## config.mk

```make
export PLATFORM = sky130hd
export DESIGN_NAME = dbus_walk_tester
export DESIGN_NICKNAME = d
export VERILOG_FILES = /design/src/rtl/dbt_pkg.sv /design/src/rtl/dbt_pattern_gen.sv /design/src/rtl/dbt_fault_classify.sv /design/src/rtl/dbus_walk_tester.sv
export SDC_FILE = /design/constraint.sdc
export NUM_CORES = 1
export LEC_CHECK = 0
export BUFFER_PORTS_ARGS = -buffer_cell sky130_fd_sc_hd__buf_4
export CAP_MARGIN = 40
export CORE_AREA = 8 8 75 77
export DETAILED_ROUTE_END_ITERATION = 8
export DIE_AREA = 0 0 83 85
export HOLD_SLACK_MARGIN = 0.08
export SYNTH_ARGS = -nofsm -noshare
export SYNTH_HDL_FRONTEND = slang
export SYNTH_SLANG_ARGS = --single-unit
```

## constraint.sdc

```tcl
create_clock -name clk -period 5.8 [get_ports clk]
set_input_delay 0.29 -clock clk [delete_from_list [all_inputs] [get_ports clk]]
set_output_delay 0.29 -clock clk [all_outputs]
set_load 0.01 [all_outputs]
```

## src/rtl/dbt_pkg.sv

```systemverilog
package dbt_pkg;
    typedef enum logic [2:0] {
        ST_IDLE,
        ST_WRITE,
        ST_READ,
        ST_CMP,
        ST_DONE
    } dbt_state_e;
endpackage

```

## src/rtl/dbt_pattern_gen.sv

```systemverilog
module dbt_pattern_gen #(
    parameter int DW = 8,
    localparam int SW = (DW > 1) ? $clog2(DW) : 1
) (
    input  logic [SW-1:0] step,
    output logic [DW-1:0] pattern
);
    // One decoder slice per data bit: a bit is high only at its own step.
    for (genvar i = 0; i < DW; i++) begin : g_bit
        assign pattern[i] = (step == SW'(i));
    end
endmodule

```

## src/rtl/dbt_fault_classify.sv

```systemverilog
module dbt_fault_classify #(
    parameter int DW = 8
) (
    input  logic [DW-1:0] pattern,
    input  logic [DW-1:0] rdata,
    output logic [DW-1:0] step_stuck,
    output logic [DW-1:0] step_short
);
    logic driven_seen;

    always_comb begin
        driven_seen = |(rdata & pattern);
        // The driven bit came back low: flag it as stuck low / grounded.
        step_stuck  = driven_seen ? '0 : pattern;
        // Any other 1 on the bus points to a bridge with the driven line.
        step_short  = rdata & ~pattern;
    end
endmodule

```

## src/rtl/dbus_walk_tester.sv

```systemverilog
module dbus_walk_tester
    import dbt_pkg::*;
#(
    parameter int          DW        = 8,
    parameter int          AW        = 16,
    parameter logic [AW-1:0] TEST_ADDR = '0
) (
    input  logic          clk,
    input  logic          rst,
    input  logic          start,
    output logic [AW-1:0] mem_addr,
    output logic [DW-1:0] mem_wdata,
    input  logic [DW-1:0] mem_rdata,
    output logic          mem_wr,
    output logic          mem_rd,
    input  logic          mem_ready,
    output logic          done,
    output logic          pass,
    output logic [DW-1:0] stuck_mask,
    output logic [DW-1:0] short_mask
);
    localparam int SW = (DW > 1) ? $clog2(DW) : 1;
    localparam logic [SW-1:0] LAST_STEP = SW'(DW - 1);

    dbt_state_e    state_q, state_d;
    logic [SW-1:0] step_q;
    logic [DW-1:0] rd_q;
    logic [DW-1:0] stuck_q, short_q;
    logic          pass_q;
    logic [DW-1:0] pattern;
    logic [DW-1:0] step_stuck, step_short;
    logic          last_step;

    assign last_step = (step_q == LAST_STEP);

    dbt_pattern_gen #(.DW(DW)) u_pat (
        .step    (step_q),
        .pattern (pattern)
    );

    dbt_fault_classify #(.DW(DW)) u_cls (
        .pattern    (pattern),
        .rdata      (rd_q),
        .step_stuck (step_stuck),
        .step_short (step_short)
    );

    // Next-state logic
    always_comb begin
        state_d = state_q;
        unique case (state_q)
            ST_IDLE:  if (start)     state_d = ST_WRITE;
            ST_WRITE: if (mem_ready) state_d = ST_READ;
            ST_READ:  if (mem_ready) state_d = ST_CMP;
            ST_CMP:   state_d = last_step ? ST_DONE : ST_WRITE;
            ST_DONE:  state_d = ST_IDLE;
            default:  state_d = ST_IDLE;
        endcase
    end

    // State register
    always_ff @(posedge clk) begin
        if (rst) state_q <= ST_IDLE;
        else     state_q <= state_d;
    end

    // Datapath: step counter, read capture, mask accumulation
    always_ff @(posedge clk) begin
        if (rst) begin
            step_q  <= '0;
            rd_q    <= '0;
            stuck_q <= '0;
            short_q <= '0;
            pass_q  <= 1'b0;
        end else begin
            unique case (state_q)
                ST_IDLE: begin
                    if (start) begin
                        step_q  <= '0;
                        stuck_q <= '0;
                        short_q <= '0;
                        pass_q  <= 1'b0;
                    end
                end
                ST_READ: begin
                    if (mem_ready) rd_q <= mem_rdata;
                end
                ST_CMP: begin
                    stuck_q <= stuck_q | step_stuck;
                    short_q <= short_q | step_short;
                    if (last_step) begin
                        pass_q <= ((stuck_q | step_stuck) == '0) &&
                                  ((short_q | step_short) == '0);
                    end else begin
                        step_q <= step_q + 1'b1;
                    end
                end
                default: ;
            endcase
        end
    end

    // Output decode
    always_comb begin
        mem_wr = 1'b0;
        mem_rd = 1'b0;
        done   = 1'b0;
        unique case (state_q)
            ST_WRITE: mem_wr = 1'b1;
            ST_READ:  mem_rd = 1'b1;
            ST_DONE:  done   = 1'b1;
            default:  ;
        endcase
    end

    assign mem_addr   = TEST_ADDR;
    assign mem_wdata  = pattern;
    assign pass       = pass_q;
    assign stuck_mask = stuck_q;
    assign short_mask = short_q;
endmodule

```

==> impl_metrics.env <==
export IMPL_holdBufCountCts=0
export IMPL_syn_inst=191
export IMPL_area_growth_pct=19.3
export IMPL_status="finished, final reports clean"
export IMPL_drive_above_1_share_pct=23.1
export IMPL_crit_arrival_ps=2410
export IMPL_diodes=0
export IMPL_synth_cell_area_um2=1680
export IMPL_cts_buffers=5
export IMPL_worstPathMaxFanout=11
export IMPL_r2r_setup_slack_ps=3630
export IMPL_cp_cell_sequence="ha_1 -> ha_1 -> a22o_1 -> a2111o_1 -> nor3b_2 -> a22o_1"
export IMPL_ys_ff_latch=31
export IMPL_grt_pass1_vias=1395
export IMPL_io_buffers=39
export IMPL_endpoint_kind="flop"
export IMPL_whs_path_depth=3
export IMPL_coreArea_um2=4540
export IMPL_gr_usage_all_layers_pct=12.3
export IMPL_synthDistinctLibCells=41
export IMPL_synth_seq_area_share_pct=36.9
export IMPL_critPathMaxStageDelay_ps=380
export IMPL_grt_pass1_wl_mm=7.23
export IMPL_slew_viol_final=0
export IMPL_rsz0062_at_grt="false"
export IMPL_fin_nets=242
export IMPL_clock_sinks=31
export IMPL_synth_ff_type="dfxtp_1"
export IMPL_hold_end="rd_q[1]"
export IMPL_ctsResizeCount=0
export IMPL_drc=0
export IMPL_crit_start="step_q[0]"
export IMPL_max_freq_mhz=460
export IMPL_clk_latency_ps=280
export IMPL_die_height_um=85
export IMPL_worstRegToRegCells=6
export IMPL_clkTransAtPathRegs_ps=60
export IMPL_hp_class="in -> reg"
export IMPL_vdd_drop_max_v=0.0000793
export IMPL_maxCapViolCount=0
export IMPL_yosys_warnings=0
export IMPL_drtPass1Iterations=4
export IMPL_initial_core_util_pct=37.1
export IMPL_timing_rr_start="step_q[0]"
export IMPL_ios=56
export IMPL_p_leak_nw=0.909
export IMPL_vias=1414
export IMPL_synth_edf_count=0
export IMPL_finalCriticalPeriod_ps=2170
export IMPL_viasPerCell=5.07
export IMPL_htree_levels=2
export IMPL_wl_mm=4.28
export IMPL_hold_viol_final=0
export IMPL_cp_start_kind="flop"
export IMPL_worstPathRequired_ps=6030
export IMPL_period_share_pct=37.5
export IMPL_final_setup_skew_ps=2.78
export IMPL_cp_num_buf_inv=0
export IMPL_cp_slowest_cell="a2111o_1"
export IMPL_die_x_um=83
export IMPL_cts_tree="done"
export IMPL_design_die_area_um2=7060
export IMPL_final_cells=279
export IMPL_fp_row_count=25
export IMPL_antenna_found_initial=0
export IMPL_place_hpwl_mm=3.23
export IMPL_root_buffer="clkbuf_8"
export IMPL_worst_slew_pin_slew_ps=793
export IMPL_avgSynthCellArea_um2=8.81
export IMPL_setup_tns_final_ps=0
export IMPL_setup_viol=0
export IMPL_crit_family="compound AO/OA/AOI/OAI gates"
export IMPL_grt_start_max_net_pins=26
export IMPL_cts_setup_buffers=0
export IMPL_drtIter0Drc=95
export IMPL_slew_headroom_pct=46.8
export IMPL_clk_path_buf_depth=2
export IMPL_ant_nets=0
export IMPL_crit_type="reg -> reg"
export IMPL_dpl_cell_count=271
export IMPL_power_mw=0.446
export IMPL_power_density_nw_per_um2=222
export IMPL_gp_congestion=0.848
export IMPL_async_flop_share_pct=0
export IMPL_grt_overflow=0
export IMPL_hp_start="mem_rdata[1]"
export IMPL_avgRoutedWirePerCell_um=15.3
export IMPL_r2r_end="stuck_mask[3]"
[registers in the layout, indices dropped and copies added, names as in the netlist]
signal	flops
rd_q	8
pass	1
step_q	3
short_mask	8
state_q	3
stuck_mask	8
[Yosys cell counts (2+ instances only)]
library cell	count	area, um2
nor2b_1	6	37.5
a21o_1	2	15.0
a22o_1	8	70.1
nor4_1	4	25.0
inv_1	7	26.3
a22oi_1	3	22.5
buf_4	18	135
nand3b_1	3	22.5
nand2_1	11	41.3
a32oi_1	3	26.3
buf_6	2	22.5
nor3b_1	4	30.0
o21ai_0	2	10.0
nor3_1	6	30.0
mux2i_1	9	90.1
nand3_1	5	25.0
nor2_1	21	78.8
nand2b_1	5	31.3
buf_2	3	15.0
nand4_1	2	12.5
dfxtp_1	31	621
clkbuf_1	5	18.8
a21oi_1	8	40.0
ha_1	6	75.1
[tightest hold or removal path, cell delays in order]
cell     delay, ps
buf_4           80
mux2i_1         50
nor2_1          70
[routing by layer]
| metal | vias to the layer above | track usage [%] | part of all wire (%) |
|---|---|---|---|
| met5 | - | 0 | 0 |
| met3 | 10 | 3.83 | 6.8 |
| li1 | 703 | - | - |
| met4 | 0 | 4.79 | 2.1 |
| met2 | 52 | 19.6 | 46 |
| met1 | 649 | 15.0 | 45 |
[power by group]
group          switching, mW  internal (mW)
Clock                 0.0783          0.108
Sequential           0.00564          0.216
Combinational         0.0226         0.0155
[how the worst max path moves through the flow]
stage / cells past startpoint / to / slack (ps)
4_1_cts: 6 / stuck_mask[7] / 3620
6_report: 6 / stuck_mask[3] / 3630
5_1_grt: 6 / stuck_mask[3] / 3500
3_3_place_gp: 6 / stuck_mask[0] / 3680
3_5_place_dp: 6 / stuck_mask[7] / 3650
2_1_floorplan: 7 / stuck_mask[0] / 3800
[logic make-up (layout without fill, tap and decap cells)]
kind of cell / count (synthesis) / after routing / synth area share (%)
other: 1 / 16 / 0.223
DFF: 31 / 31 / 36.9
adders and majority gates: 6 / 6 / 4.46
and+or+nand+nor: 76 / 76 / 25.4
buffers and inverters: 35 / 54 / 12.9
muxes: 9 / 9 / 5.35
AOI/OAI and AO/OA: 33 / 33 / 14.7
[through the flow]
step	setup slack [ps]	utilization [%]	hold slack [ps]	instance area [um2]
after floorplan	3800	-	379	1740
after global placement	3680	42.1	462	1910
after detailed placement	3650	42.1	465	1910
after CTS	3620	44.3	238	2010
after global routing	3500	44.3	252	2010
final	3630	44.3	238	2010
[layout make-up]
class / count / area, um2
clock buffer: 8 / 100
timing repair buffer: 39 / 293
tap: 54 / 67.6
multi-input combinational: 140 / 901
fill: 467 / 2530
inverter: 7 / 26.3
sequential: 31 / 621
[cells in the final DEF (no fill, tap or decap), types with 2 or more instances in the layout]
cell type,count
ha_1,6
o21ai_0,2
nand2_1,11
nand4_1,2
a32oi_1,3
nor3_1,6
nor3b_1,4
a22o_1,8
a21oi_1,8
a21o_1,2
dfxtp_1,31
nor2b_1,6
buf_4,39
nor2_1,21
nor4_1,4
nand2b_1,5
inv_1,7
a22oi_1,3
clkbuf_8,7
conb_1,16
nand3_1,5
mux2i_1,9
nand3b_1,3
Note: power is estimated with default switching activity, not from simulation.
